[src/rtl/dtmf_pkg.sv]
package dtmf_pkg;

  // Nominal tone frequency for a group (0 = row, 1 = column) and band address.
  function automatic longint tone_hz(bit high_grp, logic [1:0] idx);
    case ({high_grp, idx})
      3'b000:  return 697;
      3'b001:  return 770;
      3'b010:  return 852;
      3'b011:  return 941;
      3'b100:  return 1209;
      3'b101:  return 1336;
      3'b110:  return 1477;
      default: return 1633;
    endcase
  endfunction

  // Shortest accepted period: tone at +2.5 %, rounded up.
  function automatic longint band_lo(longint clk_hz, longint f);
    return (clk_hz * 1000 + f * 1025 - 1) / (f * 1025);
  endfunction

  // Longest accepted period: tone at -2.5 %, rounded down.
  function automatic longint band_hi(longint clk_hz, longint f);
    return (clk_hz * 1000) / (f * 975);
  endfunction

  // Keypad position to 4-bit code.
  function automatic logic [3:0] key_of(logic [1:0] r, logic [1:0] c);
    if (c == 2'd3)      return 4'(13 + r);           // A B C D -> 13 14 15 0
    else if (r != 2'd3) return 4'(3 * r + c + 1);    // 1..9
    else begin
      case (c)
        2'd0:    return 4'd11;                       // *
        2'd1:    return 4'd10;                       // 0
        default: return 4'd12;                       // #
      endcase
    end
  endfunction

endpackage

[src/rtl/dtmf_tone_meter.sv]
module dtmf_tone_meter #(
  parameter longint CLK_HZ     = 4194304,
  parameter bit     HIGH_GROUP = 1'b0,
  parameter int     CONFIRM    = 4
) (
  input  logic       clk,
  input  logic       rst_n,
  input  logic       tone_in,
  output logic       valid,
  output logic [1:0] band
);
  import dtmf_pkg::*;

  localparam int unsigned LONGEST = 32'(band_hi(CLK_HZ, tone_hz(HIGH_GROUP, 2'd0)));
  localparam int unsigned TIMEOUT = LONGEST + LONGEST / 8;
  localparam int          CW      = $clog2(TIMEOUT + 1);
  localparam int          RW      = $clog2(CONFIRM + 1);
  localparam logic [CW-1:0] CNT_SAT = CW'(TIMEOUT);
  localparam logic [RW-1:0] RUN_MAX = RW'(CONFIRM);

  logic [1:0]    sync;
  logic          prev;
  logic [CW-1:0] cnt;
  logic [RW-1:0] run;
  logic [1:0]    last;
  logic [3:0]    in_band;

  // named internal events
  logic       rise_evt;
  logic       period_hit;
  logic [1:0] hit_idx;
  logic       timeout_evt;

  assign rise_evt    = sync[1] & ~prev;
  assign timeout_evt = ~rise_evt && (cnt == CNT_SAT);

  for (genvar b = 0; b < 4; b++) begin : band_g
    localparam longint        F  = tone_hz(HIGH_GROUP, 2'(b));
    localparam logic [CW-1:0] LO = CW'(band_lo(CLK_HZ, F));
    localparam logic [CW-1:0] HI = CW'(band_hi(CLK_HZ, F));
    assign in_band[b] = (cnt >= LO) && (cnt <= HI);
  end

  always_comb begin
    period_hit = |in_band;
    hit_idx    = 2'd0;
    for (int i = 3; i >= 0; i--) begin
      if (in_band[i]) hit_idx = 2'(i);
    end
  end

  always_ff @(posedge clk or negedge rst_n) begin
    if (!rst_n) begin
      sync <= 2'b00;
      prev <= 1'b0;
      cnt  <= CNT_SAT;
      run  <= '0;
      last <= 2'd0;
    end else begin
      sync <= {sync[0], tone_in};
      prev <= sync[1];
      if (rise_evt)            cnt <= CW'(1);
      else if (cnt != CNT_SAT) cnt <= cnt + 1'b1;

      if (rise_evt) begin
        if (period_hit) begin
          last <= hit_idx;
          if (hit_idx == last && run != '0)
            run <= (run == RUN_MAX) ? run : run + 1'b1;
          else
            run <= RW'(1);
        end else begin
          run <= '0;
        end
      end else if (timeout_evt) begin
        run <= '0;
      end
    end
  end

  assign valid = (run == RUN_MAX);
  assign band  = last;

  AST_RUN_BOUND: assert property (@(posedge clk) disable iff (!rst_n)
    run <= RUN_MAX);
  AST_VALID_NEEDS_HIT: assert property (@(posedge clk) disable iff (!rst_n)
    $rose(valid) |-> $past(rise_evt && period_hit));
  AST_MISS_CLEARS: assert property (@(posedge clk) disable iff (!rst_n)
    (rise_evt && !period_hit) |=> !valid);
  AST_SILENCE_CLEARS: assert property (@(posedge clk) disable iff (!rst_n)
    timeout_evt |=> !valid);

endmodule

[src/rtl/dtmf_key_encoder.sv]
module dtmf_key_encoder (
  input  logic       clk,
  input  logic       rst_n,
  input  logic       pair_ok,
  input  logic [1:0] row,
  input  logic [1:0] col,
  output logic       enable,
  output logic [3:0] code
);
  import dtmf_pkg::*;

  always_ff @(posedge clk or negedge rst_n) begin
    if (!rst_n) begin
      enable <= 1'b0;
      code   <= 4'd0;
    end else begin
      enable <= pair_ok;
      code   <= key_of(row, col);
    end
  end

  AST_ENABLE_LAGS: assert property (@(posedge clk) disable iff (!rst_n)
    enable |-> $past(pair_ok));

endmodule

[src/rtl/dtmf_period_detector.sv]
module dtmf_period_detector #(
  parameter longint CLK_HZ  = 4194304,
  parameter int     CONFIRM = 4
) (
  input  logic       clk,
  input  logic       rst_n,
  input  logic       row_tone,
  input  logic       col_tone,
  output logic       detect,
  output logic [1:0] row_addr,
  output logic [1:0] col_addr,
  output logic       key_valid,
  output logic [3:0] key_code,
  output logic       early_steer
);
  logic [1:0] tones;
  logic [1:0] grp_valid;
  logic [1:0] grp_band [2];

  assign tones = {col_tone, row_tone};

  for (genvar g = 0; g < 2; g++) begin : grp
    dtmf_tone_meter #(
      .CLK_HZ    (CLK_HZ),
      .HIGH_GROUP(g == 1),
      .CONFIRM   (CONFIRM)
    ) u_meter (
      .clk    (clk),
      .rst_n  (rst_n),
      .tone_in(tones[g]),
      .valid  (grp_valid[g]),
      .band   (grp_band[g])
    );
  end

  always_ff @(posedge clk or negedge rst_n) begin
    if (!rst_n) begin
      detect   <= 1'b0;
      row_addr <= 2'd0;
      col_addr <= 2'd0;
    end else begin
      detect   <= &grp_valid;
      row_addr <= grp_band[0];
      col_addr <= grp_band[1];
    end
  end

  dtmf_key_encoder u_enc (
    .clk    (clk),
    .rst_n  (rst_n),
    .pair_ok(detect),
    .row    (row_addr),
    .col    (col_addr),
    .enable (key_valid),
    .code   (key_code)
  );

  assign early_steer = detect & key_valid;

  AST_STEER_HISTORY: assert property (@(posedge clk) disable iff (!rst_n)
    early_steer |-> $past(detect));
  AST_CODE_HELD: assert property (@(posedge clk) disable iff (!rst_n)
    (early_steer && $past(early_steer)) |-> $stable(key_code));
  AST_DETECT_ADDR_STEADY: assert property (@(posedge clk) disable iff (!rst_n)
    (detect && $past(detect)) |-> ($stable(row_addr) && $stable(col_addr)));

endmodule

[config.mk]
export PLATFORM = sky130hd
export DESIGN_NAME = dtmf_period_detector
export DESIGN_NICKNAME = d
export VERILOG_FILES = /design/src/rtl/dtmf_pkg.sv /design/src/rtl/dtmf_tone_meter.sv /design/src/rtl/dtmf_key_encoder.sv /design/src/rtl/dtmf_period_detector.sv
export SDC_FILE = /design/constraint.sdc
export NUM_CORES = 1
export LEC_CHECK = 0
export BUFFER_PORTS_ARGS = -buffer_cell sky130_fd_sc_hd__buf_2
export CAP_MARGIN = 15
export CORE_MARGIN = 8
export CORE_UTILIZATION = 41
export DETAILED_ROUTE_END_ITERATION = 10
export PLACE_DENSITY_LB_ADDON = 0.15
export SYNTH_ARGS = -nofsm -noshare
export SYNTH_HDL_FRONTEND = slang
export SYNTH_HIERARCHICAL = 1
export SYNTH_SLANG_ARGS = --single-unit
[constraint.sdc]
create_clock -name clk -period 3.48 [get_ports clk]
set_input_delay 0.696 -clock clk [delete_from_list [all_inputs] [get_ports clk]]
set_output_delay 0.696 -clock clk [all_outputs]
set_load 0.05 [all_outputs]
After elaboration in Yosys (flattened, before gate mapping)
Cells that the tools add are included.
{"block": "op_classes", "n_shift": 0, "n_mul": 1, "div_mod_pow": 0, "bitwise": 7, "order_cmp": 16, "reduce_logical": 26, "eq_ne": 13, "addsub": 7, "muxes": 25}
{"cell": "13-bit greater-or-equal comparator, second input constant", "n": 4}
{"cell": "13-bit less-or-equal comparator, second input constant", "n": 4}
{"cell": "12-bit greater-or-equal comparator, second input constant", "n": 4}
{"cell": "12-bit less-or-equal comparator, second input constant", "n": 4}
{"cell": "3-bit two-way mux", "n": 10}
{"cell": "13-bit two-way mux", "n": 2}
{"cell": "12-bit two-way mux", "n": 2}
{"cell": "2-bit two-way mux", "n": 8}
{"cell": "13-bit by 1-bit adder with 13-bit output, second input constant", "n": 1}
{"cell": "13-bit equality test, second input constant", "n": 1}
{"cell": "13-bit inequality test, second input constant", "n": 1}
{"cell": "12-bit by 1-bit adder with 12-bit output, second input constant", "n": 1}
{"cell": "12-bit equality test, second input constant", "n": 1}
{"cell": "1-bit logical AND", "n": 12}
{"cell": "12-bit inequality test, second input constant", "n": 1}
{"cell": "2-bit AND reduction", "n": 5}
{"cell": "4-bit two-way mux", "n": 2}
{"cell": "4-bit inequality test, second input constant", "n": 2}
{"cell": "2-bit nonzero test", "n": 4}
{"cell": "4-bit OR reduction", "n": 2}
{"cell": "3-bit by 1-bit adder with 3-bit output, second input constant", "n": 2}
{"cell": "3-bit equality test, second input constant", "n": 2}
{"cell": "3-bit case mux with 2 select lines", "n": 1}
{"cell": "3-bit nonzero test", "n": 2}
{"cell": "11 further kinds", "n": 17}
{"block": "word_totals", "output_inout_bits": 11, "rom_bits": 0, "latch_bits": 0, "elab_cells": 110, "ram_bits": 0, "ff_bits": 51, "mem_count": 0}

Longest topological paths before layout
{"block": "depth", "ltp_word": 11, "ltp_mapped": 10}

By module
The synthesis kept the hierarchy.
{"mod": "dtmf_tone_meter at grp[1].u_meter", "seq_area_each_um2": 509.2, "cells_per_inst": 159, "area_each_um2": 1455.1, "n_inst": 1}
{"mod": "dtmf_tone_meter at grp[0].u_meter", "seq_area_each_um2": 535.5, "cells_per_inst": 167, "area_each_um2": 1443.9, "n_inst": 1}
{"mod": "dtmf_key_encoder", "seq_area_each_um2": 125.1, "cells_per_inst": 29, "area_each_um2": 337.8, "n_inst": 1}
{"mod": "dtmf_period_detector", "seq_area_each_um2": 125.1, "cells_per_inst": 7, "area_each_um2": 137.6, "n_inst": 1}

Least setup slack after synthesis
OpenSTA, ideal clock, no wires.
{"block": "synth_path", "path_type": "flip-flop to flip-flop", "start": "register grp[0].u_meter.cnt[1]", "end": "register grp[0].u_meter.run[1]", "path_slack_ns": 0.984, "t_required_ns": 3.393, "stages_incl_launch_ff": 11, "n_path_buf": 1, "t_arrival_ns": 2.409, "setup_time_ns": 0.087, "synth_period_minus_slack_ns": 2.496, "path_cell_list": "dfstp_2 > clkbuf_1 > inv_1 > ha_1 > o311a_1 > a21oi_1 > or4_1 > a2bb2oi_1 > and4bb_1 > o21ai_1 > o211ai_1"}
{"block": "synth_between", "elab_chain_len": 11, "word_cells_on_any_way": 27, "classes_between": "order compare: 8; eq/ne: 3; mux: 7; reduce/logical: 9"}
{"element": "start, declared", "line_no": "dtmf_tone_meter.sv:23", "text": "logic [CW-1:0] cnt;"}
{"element": "start signal, assigned", "line_no": "dtmf_tone_meter.sv:63", "text": "else if (cnt != CNT_SAT) cnt <= cnt + 1'b1;"}
{"element": "13-bit greater-or-equal comparator or 13-bit less-or-equal comparator (tied branches)", "line_no": "dtmf_tone_meter.sv:41", "text": "assign in_band[b] = (cnt >= LO) && (cnt <= HI);"}
{"element": "1-bit logical AND", "line_no": "dtmf_tone_meter.sv:41"}
{"element": "2-bit two-way mux (4 in series)", "line_no": "dtmf_tone_meter.sv:48", "text": "if (in_band[i]) hit_idx = 2'(i);"}
{"element": "2-bit equality test", "line_no": "dtmf_tone_meter.sv:68", "text": "if (hit_idx == last && run != '0)"}
{"element": "1-bit logical AND", "line_no": "dtmf_tone_meter.sv:68"}
{"element": "3-bit two-way mux", "line_no": "dtmf_tone_meter.sv:68"}
{"element": "3-bit two-way mux", "line_no": "dtmf_tone_meter.sv:66", "text": "if (period_hit) begin"}
{"element": "3-bit two-way mux", "line_no": "dtmf_tone_meter.sv:65", "text": "if (rise_evt) begin"}
{"element": "end signal, assigned", "line_no": "dtmf_tone_meter.sv:69", "text": "run <= (run == RUN_MAX) ? run : run + 1'b1;"}
{"element": "end, declared", "line_no": "dtmf_tone_meter.sv:24", "text": "logic [RW-1:0] run;"}
Parallel ways exist; a longest one is shown, timed or not.
A chain may end at the register's enable or synchronous reset.

Final worst setup path
Same ends and word-level chain as after synthesis.

==> flow_summary.rst <==
.. list-table::
   :header-rows: 1

   * - Metric
     - Value
   * - Post-CTS setup-driven buffer insertion count
     - 0
   * - CP Data Required Time
     - about 3700 ps
   * - Post-layout instance area
     - about 3500 sq um
   * - Worst setup skew after layout
     - slightly below 10 ps
   * - Iteration count of the initial detailed-routing pass
     - 4
   * - Root buffer selected by CTS
     - sky130_fd_sc_hd__clkbuf_8
   * - Per-instance average area after synthesis
     - 9.32 sq um
   * - Fraction of the mapped netlist area in compound gates
     - 18.4%
   * - Number of nets still failing antenna checks after routing
     - 0
   * - Clock-pin slew of the registers on the worst-case setup and hold paths
     - 90 ps
   * - Global-route usage over all layers
     - 12.8%
   * - Post-synthesis instance total
     - between 300 and 400
   * - Share of flip-flops with an asynchronous set or reset after synthesis
     - 100%
   * - Filler cell count in the final layout
     - 826
   * - Post-synthesis share of cell area spent on and, or, nand and nor gates
     - approximately a quarter
   * - Critical setup path kind
     - flip-flop to flip-flop
   * - Unrepaired setup endpoints after global routing
     - no
   * - Total number of clock tree sinks
     - 51
   * - Startpoint type of the worst setup path
     - flip-flop
   * - Clock Path Buffers
     - 2
   * - Post-detailed-route wirelength per cell
     - 14.8 um
   * - Status
     - finished clean
   * - Most Frequent Cell on Critical Path
     - sky130_fd_sc_hd__a21oi_1
   * - Rows
     - 33
   * - Number of gates on the worst path with buffers counted
     - 8
   * - R2r worst-path depth
     - 8
   * - Critical Path, Cell by Cell
     - ha_1, a21oi_1, a31oi_1, nor4b_1, a211oi_1, a21oi_1, o21ai_1, o211ai_1
   * - CTS H-Tree Depth
     - 2
   * - Vias per std cell
     - 5.64
   * - Max VDD drop
     - 0.000188 V
   * - Static Leakage
     - 1.48 nW
   * - Number of slew-limit violations in the final report
     - 0
   * - TritonCTS clock tree
     - built
   * - Master of the slowest instance on the critical path
     - sky130_fd_sc_hd__dfstp_2
   * - Yosys reg bits
     - 51
   * - Proportion of synthesized area in mux cells
     - 0%
   * - Vias in the first global route
     - 2481
   * - Final total negative setup slack
     - 0 ps
   * - Area of combinational cells with multiple inputs
     - between 1500 and 2000 sq um
   * - Power density normalized to cell area
     - about 390 nW/um^2
   * - Area after DPL
     - 3440 sq um
   * - Crit-path leading delay family
     - compound AO/OA/AOI/OAI gates
   * - CTS Hold Bufs
     - 0
   * - CTS buffer count
     - 5
   * - Buffers & Inverters on Critical Path
     - 0
   * - Max Fclk
     - 359 MHz
   * - Fraction of layout cells with a size suffix above 1
     - 16.3%
   * - I/O pin total
     - 15
   * - Largest incremental delay on the critical path
     - 650 ps
   * - Final GP Congestion
     - 0.855
   * - Maximum number of pins on one net before global-route repair
     - 29
   * - Horizontal die dimension
     - approximately 110 um
   * - Vert. Die Dim
     - roughly 110 um
   * - Hold path depth
     - 0
   * - Count of endpoints failing hold in the final timing report
     - 0
   * - Count of endpoints failing setup in the final report
     - 0
   * - Max transition margin
     - 34.0%
   * - Unique cell type count in the Yosys netlist
     - 74
   * - Critical path endpoint category
     - flip-flop
   * - Post-Syn Nets
     - 383
   * - Starting utilization of the core area
     - 41.7%
   * - Final #Nets
     - 382
   * - Die outline area
     - 11400 sq um
   * - Insertion delay of the later-clocked pin in the worst-skew pair
     - ~300 ps
   * - Post-synthesis instance area
     - 3370 sq um
   * - Port Buffers
     - 14
   * - GRT overflow
     - 0
   * - Final wirelength
     - ~6900 um
   * - Most used flip-flop cell after synthesis
     - sky130_fd_sc_hd__dfrtp_1
   * - Vias
     - 2635
   * - Adder-Cell Fraction of Synth Area
     - 6.75%
   * - Critical path fanouts, max
     - 12
   * - Type of the worst min-delay path
     - flip-flop to flip-flop
   * - Violation count after the first detailed-route iteration
     - 231
   * - Tmin final
     - between 2000 and 3000 ps
   * - Number of placed instances, taps included
     - 459
   * - Xor and xnor fraction of the mapped netlist area
     - 5.19%
   * - Warnings, synthesis
     - 6
   * - Post-cts repair resize count
     - 0
   * - Final worst-path setup slack
     - 695 ps
   * - Fin cells
     - 467
   * - Layout Area Growth over Synthesis
     - 5.12%
   * - Combinational family with the most area after synthesis
     - simple AND/OR/NAND/NOR gates
   * - Standard cell core area
     - 8090 sq um
   * - Pin slew with the least headroom to its limit
     - 988 ps
   * - HPWL after DPL
     - 4970 um
   * - Portion of the post-synthesis area used by sequential elements
     - between 30% and 40%
   * - Wire length of the first global-routing pass
     - between 10000 and 15000 um
   * - Post-Place Setup Slack
     - 710 ps
   * - Max-capacitance violation count
     - 0
   * - Diode insertion count for antenna repair
     - 0
   * - Crit path arrival time
     - between 3000 and 4000 ps
   * - Area taken by flip-flops and latches
     - around 1300 sq um
   * - Initial antenna violation count
     - 0
   * - Share of the clock period used by the worst path after layout
     - 80.0%
   * - Count of flip-flops with a built-in enable after synthesis
     - 0
   * - Remaining design rule violation count
     - 0
## cells by family after synthesis
logic type,Yosys count
AO/OA/AOI/OAI,82
XOR/XNOR,20
adder cells (fa/ha/maj),17
buffers and inverters,39
flip-flops,51
AND/OR/NAND/NOR,153
## per-stage QoR
stage | util [%] | hold WS, ps | total power, mW
CTS | 43.8 | 363 | 1.39
detailed placement | 42.5 | 338 | 1.00
global route | 43.8 | 367 | 1.46
floorplan | - | 331 | 0.956
finish | 43.8 | 359 | 1.38
global placement | 42.5 | 332 | 0.996
## layer usage
metal / vias to the layer above / track usage [%] / part of all wire [%] / wire length (um)
li1: 1306 / - / - / -
met1: 1254 / 18.6 / 53 / 3670
met2: 65 / 18.1 / 41 / 2850
met3: 10 / 2.88 / 4.2 / 293
met4: 0 / 4.52 / 1.6 / 110
met5: - / 0 / 0 / 0
## cells in the mapped netlist (4+ instances only)
master	number	area share, %
sky130_fd_sc_hd__xnor2_1	9	2.3
sky130_fd_sc_hd__ha_1	15	5.6
sky130_fd_sc_hd__dfrtp_1	36	27
sky130_fd_sc_hd__inv_1	14	1.6
sky130_fd_sc_hd__nor3_1	10	1.5
sky130_fd_sc_hd__nand4_1	9	1.7
sky130_fd_sc_hd__o211ai_1	4	0.89
sky130_fd_sc_hd__nand3_1	13	1.9
sky130_fd_sc_hd__buf_2	7	1.0
sky130_fd_sc_hd__nand2b_1	7	1.3
sky130_fd_sc_hd__a211oi_1	4	0.89
sky130_fd_sc_hd__o21ai_0	7	1.0
sky130_fd_sc_hd__a31oi_1	5	0.93
sky130_fd_sc_hd__a21oi_1	20	3.0
sky130_fd_sc_hd__o21ai_1	5	0.74
sky130_fd_sc_hd__nand2_1	31	3.4
sky130_fd_sc_hd__buf_6	5	1.7
sky130_fd_sc_hd__xor2_1	11	2.9
sky130_fd_sc_hd__dfstp_2	15	12
sky130_fd_sc_hd__clkbuf_1	9	1.0
sky130_fd_sc_hd__and2_1	5	0.93
sky130_fd_sc_hd__nor2_1	38	4.2
## final cells by class
| type | count | share of cell area (%) |
|---|---|---|
| tap | 105 | 3.70 |
| clock buffer | 7 | 2.72 |
| timing repair buffer | 16 | 2.40 |
| clock inverter | 1 | 0.212 |
| multi-input combinational | 272 | 52.9 |
| inverter | 15 | 1.59 |
| sequential | 51 | 36.5 |
## worst paths after layout
kind / startpoint / endpoint / slack, ps
setup / recovery: grp[0].u_meter/cnt[1]$_DFFE_PN1P_ / grp[0].u_meter/run[1]$_DFFE_PN0P_ / 690
hold / removal: grp[1].u_meter/sync[0]$_DFF_PN0_ / grp[1].u_meter/sync[1]$_DFF_PN0_ / 360
setup reg to reg: grp[0].u_meter/cnt[1]$_DFFE_PN1P_ / grp[0].u_meter/run[1]$_DFFE_PN0P_ / 690
hold reg to reg: grp[1].u_meter/sync[0]$_DFF_PN0_ / grp[1].u_meter/sync[1]$_DFF_PN0_ / 360
max in group asynchronous: rst_n / grp[1].u_meter/cnt[1]$_DFFE_PN1P_ / 2290
min in group asynchronous: rst_n / u_enc/code[1]$_DFF_PN0_ / 370
## report_power, final
group	switching, mW	internal, mW
Combinational	0.129	0.0983
Sequential	0.115	0.656
Clock	0.196	0.181
Total	0.440	0.935
## cells in the final DEF, fill, tap and decap left out, drive strengths merged, types with 3 or more instances in the layout
cell     count
o22ai        3
a2111oi      3
a211oi       4
a21oi       21
and4         3
nand4        9
nor2b        4
or4          4
and2         7
clkbuf       7
or3          3
nor3        11
nand2       32
o2111ai      3
nor4b        3
o21ai       12
dfstp       15
nand2b       7
xnor2        9
o211ai       6
nand3       13
buf         16
a31oi        5
a311oi       3
a21o         3
dfrtp       36
nor2        39
xor2        11
and3         3
inv         15
nor3b        3
ha          15
## state kept, by name, indices dropped and copies added (netlist names)
register          count
u_enc/code            4
row_addr              2
detect                1
u_enc/enable          1
grp.u_meter/prev      2
grp.u_meter/sync      4
grp.u_meter/band      4
col_addr              2
grp.u_meter/cnt      25
grp.u_meter/run       6
Note: power is estimated with default switching activity, not from simulation.
